File: src/rtl/cnt_casc_pkg.sv
package cnt_casc_pkg;

  typedef enum logic [2:0] {
    OP_HOLD  = 3'd0,
    OP_CLEAR = 3'd1,
    OP_LOAD  = 3'd2,
    OP_INC   = 3'd3,
    OP_DEC   = 3'd4
  } cnt_op_e;

  // Priority: clear, then load, then a single qualified count step
  function automatic cnt_op_e pick_op(input logic clr, input logic ld_n,
                                      input logic inc, input logic dec);
    if (clr)            return OP_CLEAR;
    else if (!ld_n)     return OP_LOAD;
    else if (inc && !dec) return OP_INC;
    else if (dec && !inc) return OP_DEC;
    else                return OP_HOLD;
  endfunction

endpackage

File: src/rtl/pulse_sync.sv
module pulse_sync #(
  parameter int STAGES = 2
) (
  input  logic clk,
  input  logic rst,
  input  logic raw,
  output logic lvl,
  output logic lvl_prev
);

  logic [STAGES-1:0] chain;
  logic              prev_r;

  generate
    if (STAGES == 1) begin : g_one
      always_ff @(posedge clk) begin
        if (rst) chain <= 1'b1;
        else     chain <= raw;
      end
    end else begin : g_many
      always_ff @(posedge clk) begin
        if (rst) chain <= '1;
        else     chain <= {chain[STAGES-2:0], raw};
      end
    end
  endgenerate

  always_ff @(posedge clk) begin
    if (rst) prev_r <= 1'b1;
    else     prev_r <= chain[STAGES-1];
  end

  assign lvl      = chain[STAGES-1];
  assign lvl_prev = prev_r;

endmodule

File: src/rtl/count_core.sv
module count_core
  import cnt_casc_pkg::*;
#(
  parameter int WIDTH = 4
) (
  input  logic             clk,
  input  logic             rst,
  input  cnt_op_e          op,
  input  logic [WIDTH-1:0] data,
  output logic [WIDTH-1:0] q
);

  localparam logic [WIDTH-1:0] ONE = WIDTH'(1);

  logic [WIDTH-1:0] q_r;

  always_ff @(posedge clk) begin
    if (rst) begin
      q_r <= '0;
    end else begin
      unique case (op)
        OP_CLEAR: q_r <= '0;
        OP_LOAD:  q_r <= data;
        OP_INC:   q_r <= q_r + ONE;
        OP_DEC:   q_r <= q_r - ONE;
        default:  q_r <= q_r;
      endcase
    end
  end

  assign q = q_r;


  inc_step_chk: assert property (@(posedge clk) disable iff (rst)
    (op == OP_INC) |=> (q_r == $past(q_r) + ONE));


  dec_step_chk: assert property (@(posedge clk) disable iff (rst)
    (op == OP_DEC) |=> (q_r == $past(q_r) - ONE));


  load_value_chk: assert property (@(posedge clk) disable iff (rst)
    (op == OP_LOAD) |=> (q_r == $past(data)));


  reset_zero_chk: assert property (@(posedge clk)
    $past(rst) |-> (q_r == '0));

endmodule

File: src/rtl/cascade_flags.sv
module cascade_flags #(
  parameter int WIDTH = 4
) (
  input  logic             clk,
  input  logic             rst,
  input  logic [WIDTH-1:0] q,
  input  logic             up_lvl,
  input  logic             dn_lvl,
  output logic             carry_n,
  output logic             borrow_n
);

  logic at_top;
  logic at_floor;

  assign at_top   = &q;
  assign at_floor = ~|q;

  // Only register outputs feed these gates, so the flags follow the
  // synchronized pulse without adding a cycle per chained stage
  assign carry_n  = ~(at_top   & ~up_lvl & dn_lvl);
  assign borrow_n = ~(at_floor & ~dn_lvl & up_lvl);


  carry_at_max_chk: assert property (@(posedge clk) disable iff (rst)
    !carry_n |-> (q == {WIDTH{1'b1}}));


  borrow_at_zero_chk: assert property (@(posedge clk) disable iff (rst)
    !borrow_n |-> (q == '0));


  flags_exclusive_chk: assert property (@(posedge clk) disable iff (rst)
    (carry_n || borrow_n));

endmodule

File: src/rtl/bidir_count_stage.sv
module bidir_count_stage
  import cnt_casc_pkg::*;
#(
  parameter int WIDTH       = 4,
  parameter int SYNC_STAGES = 2
) (
  input  logic             clk,
  input  logic             rst,
  input  logic             cnt_up,
  input  logic             cnt_dn,
  input  logic             clear,
  input  logic             load_n,
  input  logic [WIDTH-1:0] data,
  output logic [WIDTH-1:0] q,
  output logic             carry_n,
  output logic             borrow_n
);

  logic    up_lvl, up_prev, dn_lvl, dn_prev;
  logic    up_rise, dn_rise;
  logic    step_up, step_dn;
  cnt_op_e op;

  pulse_sync #(.STAGES(SYNC_STAGES)) u_up_sync (
    .clk(clk), .rst(rst), .raw(cnt_up), .lvl(up_lvl), .lvl_prev(up_prev)
  );

  pulse_sync #(.STAGES(SYNC_STAGES)) u_dn_sync (
    .clk(clk), .rst(rst), .raw(cnt_dn), .lvl(dn_lvl), .lvl_prev(dn_prev)
  );

  assign up_rise = up_lvl & ~up_prev;
  assign dn_rise = dn_lvl & ~dn_prev;

  // The opposite input must be high on both sides of the edge
  assign step_up = up_rise & dn_lvl & dn_prev;
  assign step_dn = dn_rise & up_lvl & up_prev;

  assign op = pick_op(clear, load_n, step_up, step_dn);

  count_core #(.WIDTH(WIDTH)) u_core (
    .clk(clk), .rst(rst), .op(op), .data(data), .q(q)
  );

  cascade_flags #(.WIDTH(WIDTH)) u_flags (
    .clk(clk), .rst(rst), .q(q), .up_lvl(up_lvl), .dn_lvl(dn_lvl),
    .carry_n(carry_n), .borrow_n(borrow_n)
  );


  clear_wins_chk: assert property (@(posedge clk) disable iff (rst)
    clear |=> (q == '0));


  up_blocked_chk: assert property (@(posedge clk) disable iff (rst)
    (up_rise && !dn_lvl && !clear && load_n) |=> $stable(q));


  dn_blocked_chk: assert property (@(posedge clk) disable iff (rst)
    (dn_rise && !up_lvl && !clear && load_n) |=> $stable(q));


  both_rise_chk: assert property (@(posedge clk) disable iff (rst)
    (up_rise && dn_rise && !clear && load_n) |=> $stable(q));


  idle_hold_chk: assert property (@(posedge clk) disable iff (rst)
    (!up_rise && !dn_rise && !clear && load_n) |=> $stable(q));

endmodule

File: config.mk
export PLATFORM = sky130hd
export DESIGN_NAME = bidir_count_stage
export DESIGN_NICKNAME = d
export VERILOG_FILES = /design/src/rtl/cnt_casc_pkg.sv /design/src/rtl/pulse_sync.sv /design/src/rtl/count_core.sv /design/src/rtl/cascade_flags.sv /design/src/rtl/bidir_count_stage.sv
export SDC_FILE = /design/constraint.sdc
export NUM_CORES = 1
export LEC_CHECK = 0
export BUFFER_PORTS_ARGS = -buffer_cell sky130_fd_sc_hd__buf_4
export CORE_MARGIN = 3
export CORE_UTILIZATION = 25
export DETAILED_ROUTE_END_ITERATION = 7
export GPL_ROUTABILITY_DRIVEN = 0
export PLACE_DENSITY_LB_ADDON = 0.12
export SLEW_MARGIN = 10
export SYNTH_ARGS = -nofsm -noshare
export SYNTH_HDL_FRONTEND = slang
export SYNTH_SLANG_ARGS = --single-unit
File: constraint.sdc
create_clock -name clk -period 3.68 [get_ports clk]
set_input_delay 0.92 -clock clk [delete_from_list [all_inputs] [get_ports clk]]
set_output_delay 0.92 -clock clk [all_outputs]
set_load 0.02 [all_outputs]
==> results.cfg <==
[critical_path]
cp_slowest_stage_delay_ns = 0.53
critPathCapture = u_core.q[3]
startpoint_type = primary input
reg2regPathDepth = 7
critical-path-top-delay-family = simple AND/OR/NAND/NOR gates
cp-end-kind = flip-flop
cp_num_cells = 8
worstPathRequired_ns = 3.89
crit_buf_inv = 1
path_max_fanout = 6
r2r_end = u_core.q[3]
crit_slowest_cell = nor3b_1
path_cells = buf_4 > nand4b_4 > nor3b_1 > ha_1 > a21oi_1 > a21oi_1 > or4_1 > a31oi_1
crit_start = clear
regToRegSetupSlack_ns = 1.18
crit_top_cell = a21oi_1
reg2reg_from = u_up_sync.chain[1]
critical_path_arrival_ns = 3.09
criticalPathCategory = in -> reg

[sta]
finClkSkew_ns = 0.01197
fin_crit_ns = 2.884
grt_setup_unrepaired = false
relSlewSlack = 0.6158
slew_violations = 0
finalSetupViolCount = 0
timing.fmax_mhz = 346.8
fin_setup_tns_ns = 0
final-hold-violation-count = 0
worstMarginPinSlew_ns = 0.5750
period_share = 0.7836

[floorplanning]
boundaryPins = 16
start_util = 0.2675
placementRows = 16
dieArea_sq_mm = 0.002733
fp.dieW_microns = 52.28
die_height_microns = 52.28
core_sq_mm = 0.002002

[synthesis]
synth_area_per_cell_sq_um = 9.563
syn_area_sq_um = 535.5
synth-seq-cells = 10
synthCells = 56
synth_edf_count = 0
synth-main-ff-cell = dfxtp_1
synth_seq_area_share = 0.3738
syn_nets = 69
synth_cell_types = 31
ys_warn_count = 0
ys_async_sr_fraction = 0

[detailed_routing]
viasPerCell = 4.545
vias = 459
wirelength_mm = 1.227
routedWlPerCell_microns = 12.15
drc = 0
drtIter0Drc = 12
antenna_left = 0
dr.pass1.iters = 4

[clocking]
cts_buffers = 3
clockBufferDepth = 2
cts_resized = 0
clk_pin_slew_ns = 0.08
htreeDepth = 1
insertion_delay_ns = 0.28
cts_hold_buf = 0
cts_num_sinks = 10
cts_tree = built
post_cts_buffers = 0
cts-root-buf = clkbuf_4

[power_and_ir_drop]
ir_drop_mv = 0.1992
pwr-share-seq = 0.463
clkPwrFrac = 0.402
p_leak_nw = 0.3205
p_int_w = 0.0001916
total_power_w = 0.0002544
power_density_mw_per_mm2 = 356.1
net-switching-power_w = 0.00006282
pwr-share-comb = 0.135
p_sw_frac = 0.2469

[global_routing]
grt_usage = 0.1021
grt_pass1_wl_mm = 1.945
grt_max_degree = 11
grt.overflow.total = 0
grt_pass1_vias = 442
antenna_found_initial = 0

[cells_and_area]
area_growth_pct = 33.41
antenna_cells = 0
ff_latch_area_sq_um = 200.2
multi_input_area_sq_um = 324.1
nNetsFinal = 88
drive_above_1_share = 0.3243
n_fill_cell = 214

[run]
drv_cap = 0

[placement]
port_buffers = 15
dp_hpwl_microns = 903.8

[min_path]
hold_path.class = reg -> reg
min_from = u_up_sync.chain[0]

[run_status]
status = finished clean
## worst min-delay path by stage
stage               slack [ns]                 end  depth (start not counted)
finish                    0.40  u_up_sync.chain[1]                          1
global route              0.43  u_dn_sync.chain[1]                          1
CTS                       0.41  u_dn_sync.chain[1]                          1
detailed placement        0.39  u_dn_sync.chain[1]                          1
global placement          0.39  u_dn_sync.chain[1]                          1
floorplan                 0.38  u_dn_sync.chain[1]                          1
## cell usage after synthesis (all sizes together), types with 2 or more instances
cell type	number	share of area
a21oi	5	0.047
o21ai	2	0.019
or2	6	0.070
nor2	3	0.021
o211a	2	0.037
dfxtp	10	0.37
a21o	2	0.028
nand3	2	0.019
nand2	2	0.014
inv	2	0.014
ha	2	0.047
## power groups by stage
stage | logic, W | clock network, W | registers, W
final | 0.0000344 | 0.000102 | 0.000118
after global routing | 0.0000379 | 0.000111 | 0.000118
after CTS | 0.0000349 | 0.000105 | 0.000118
after detailed placement | 0.0000347 | 0 | 0.000120
after global placement | 0.0000345 | 0 | 0.000120
after floorplan | 0.0000170 | 0 | 0.000121
## placed cells by master (no fill, tap or decap), types with 2 or more instances in the layout
cell type and n:
or2_2 2, o211a_1 2, clkbuf_4 3, buf_4 15
inv_1 2, nand2_1 2, nand3_1 2, or2_1 4
dfxtp_1 10, ha_1 2, a21o_1 2, a21oi_1 5
nor2_1 3
## routing by layer
layer  track usage  up-vias  wire length [microns]
met4       0.03830        0                     12
met5             0        -                      0
met1        0.1184      204                    574
li1              -      239                      -
met2        0.1508       14                    542
met3       0.06268        2                     97
## sequential cells by signal, summed over array words and instances (netlist names)
name,cells
u_core.q,4
u_up_sync.chain,2
u_dn_sync.chain,2
u_up_sync.lvl_prev,1
u_dn_sync.lvl_prev,1
## worst reg2reg max path, stage by stage (launching register included)
cell and delay [ns]:
dfxtp_1 0.44, nand4b_4 0.16, nor3b_1 0.53, ha_1 0.38
a21oi_1 0.19, a21oi_1 0.10, or4_1 0.46, a31oi_1 0.17
## layout make-up
type                            instances  share of cell area
Timing Repair Buffer                   15              0.1576
Clock buffer                            4             0.05079
Inverter                                2             0.01051
Multi-Input combinational cell         43              0.4536
Tap cell                               27             0.04729
Sequential cell                        10              0.2802
## cells by family after synthesis
group | synth area share
compound gates | 0.1752
xor+xnor | 0.03272
fa+ha+maj | 0.08411
buf+inv | 0.02103
flops | 0.3738
simple gates | 0.3131
## stage by stage
step / util / std cells / worst slack (ns) / cell area [sq um] / hold WS (ns)
final: 0.3569 / 101 / 0.7964 / 714.4 / 0.4041
after global routing: 0.3569 / 101 / 0.6731 / 714.4 / 0.4278
after CTS: 0.3569 / 101 / 0.7869 / 714.4 / 0.4093
after detailed placement: 0.3388 / 97 / 0.5618 / 678.2 / 0.3933
after global placement: 0.3388 / 97 / 0.5722 / 678.2 / 0.3869
after floorplan: - / 56 / 0.9221 / 535.5 / 0.3832
(Power assumes the default switching activity.)
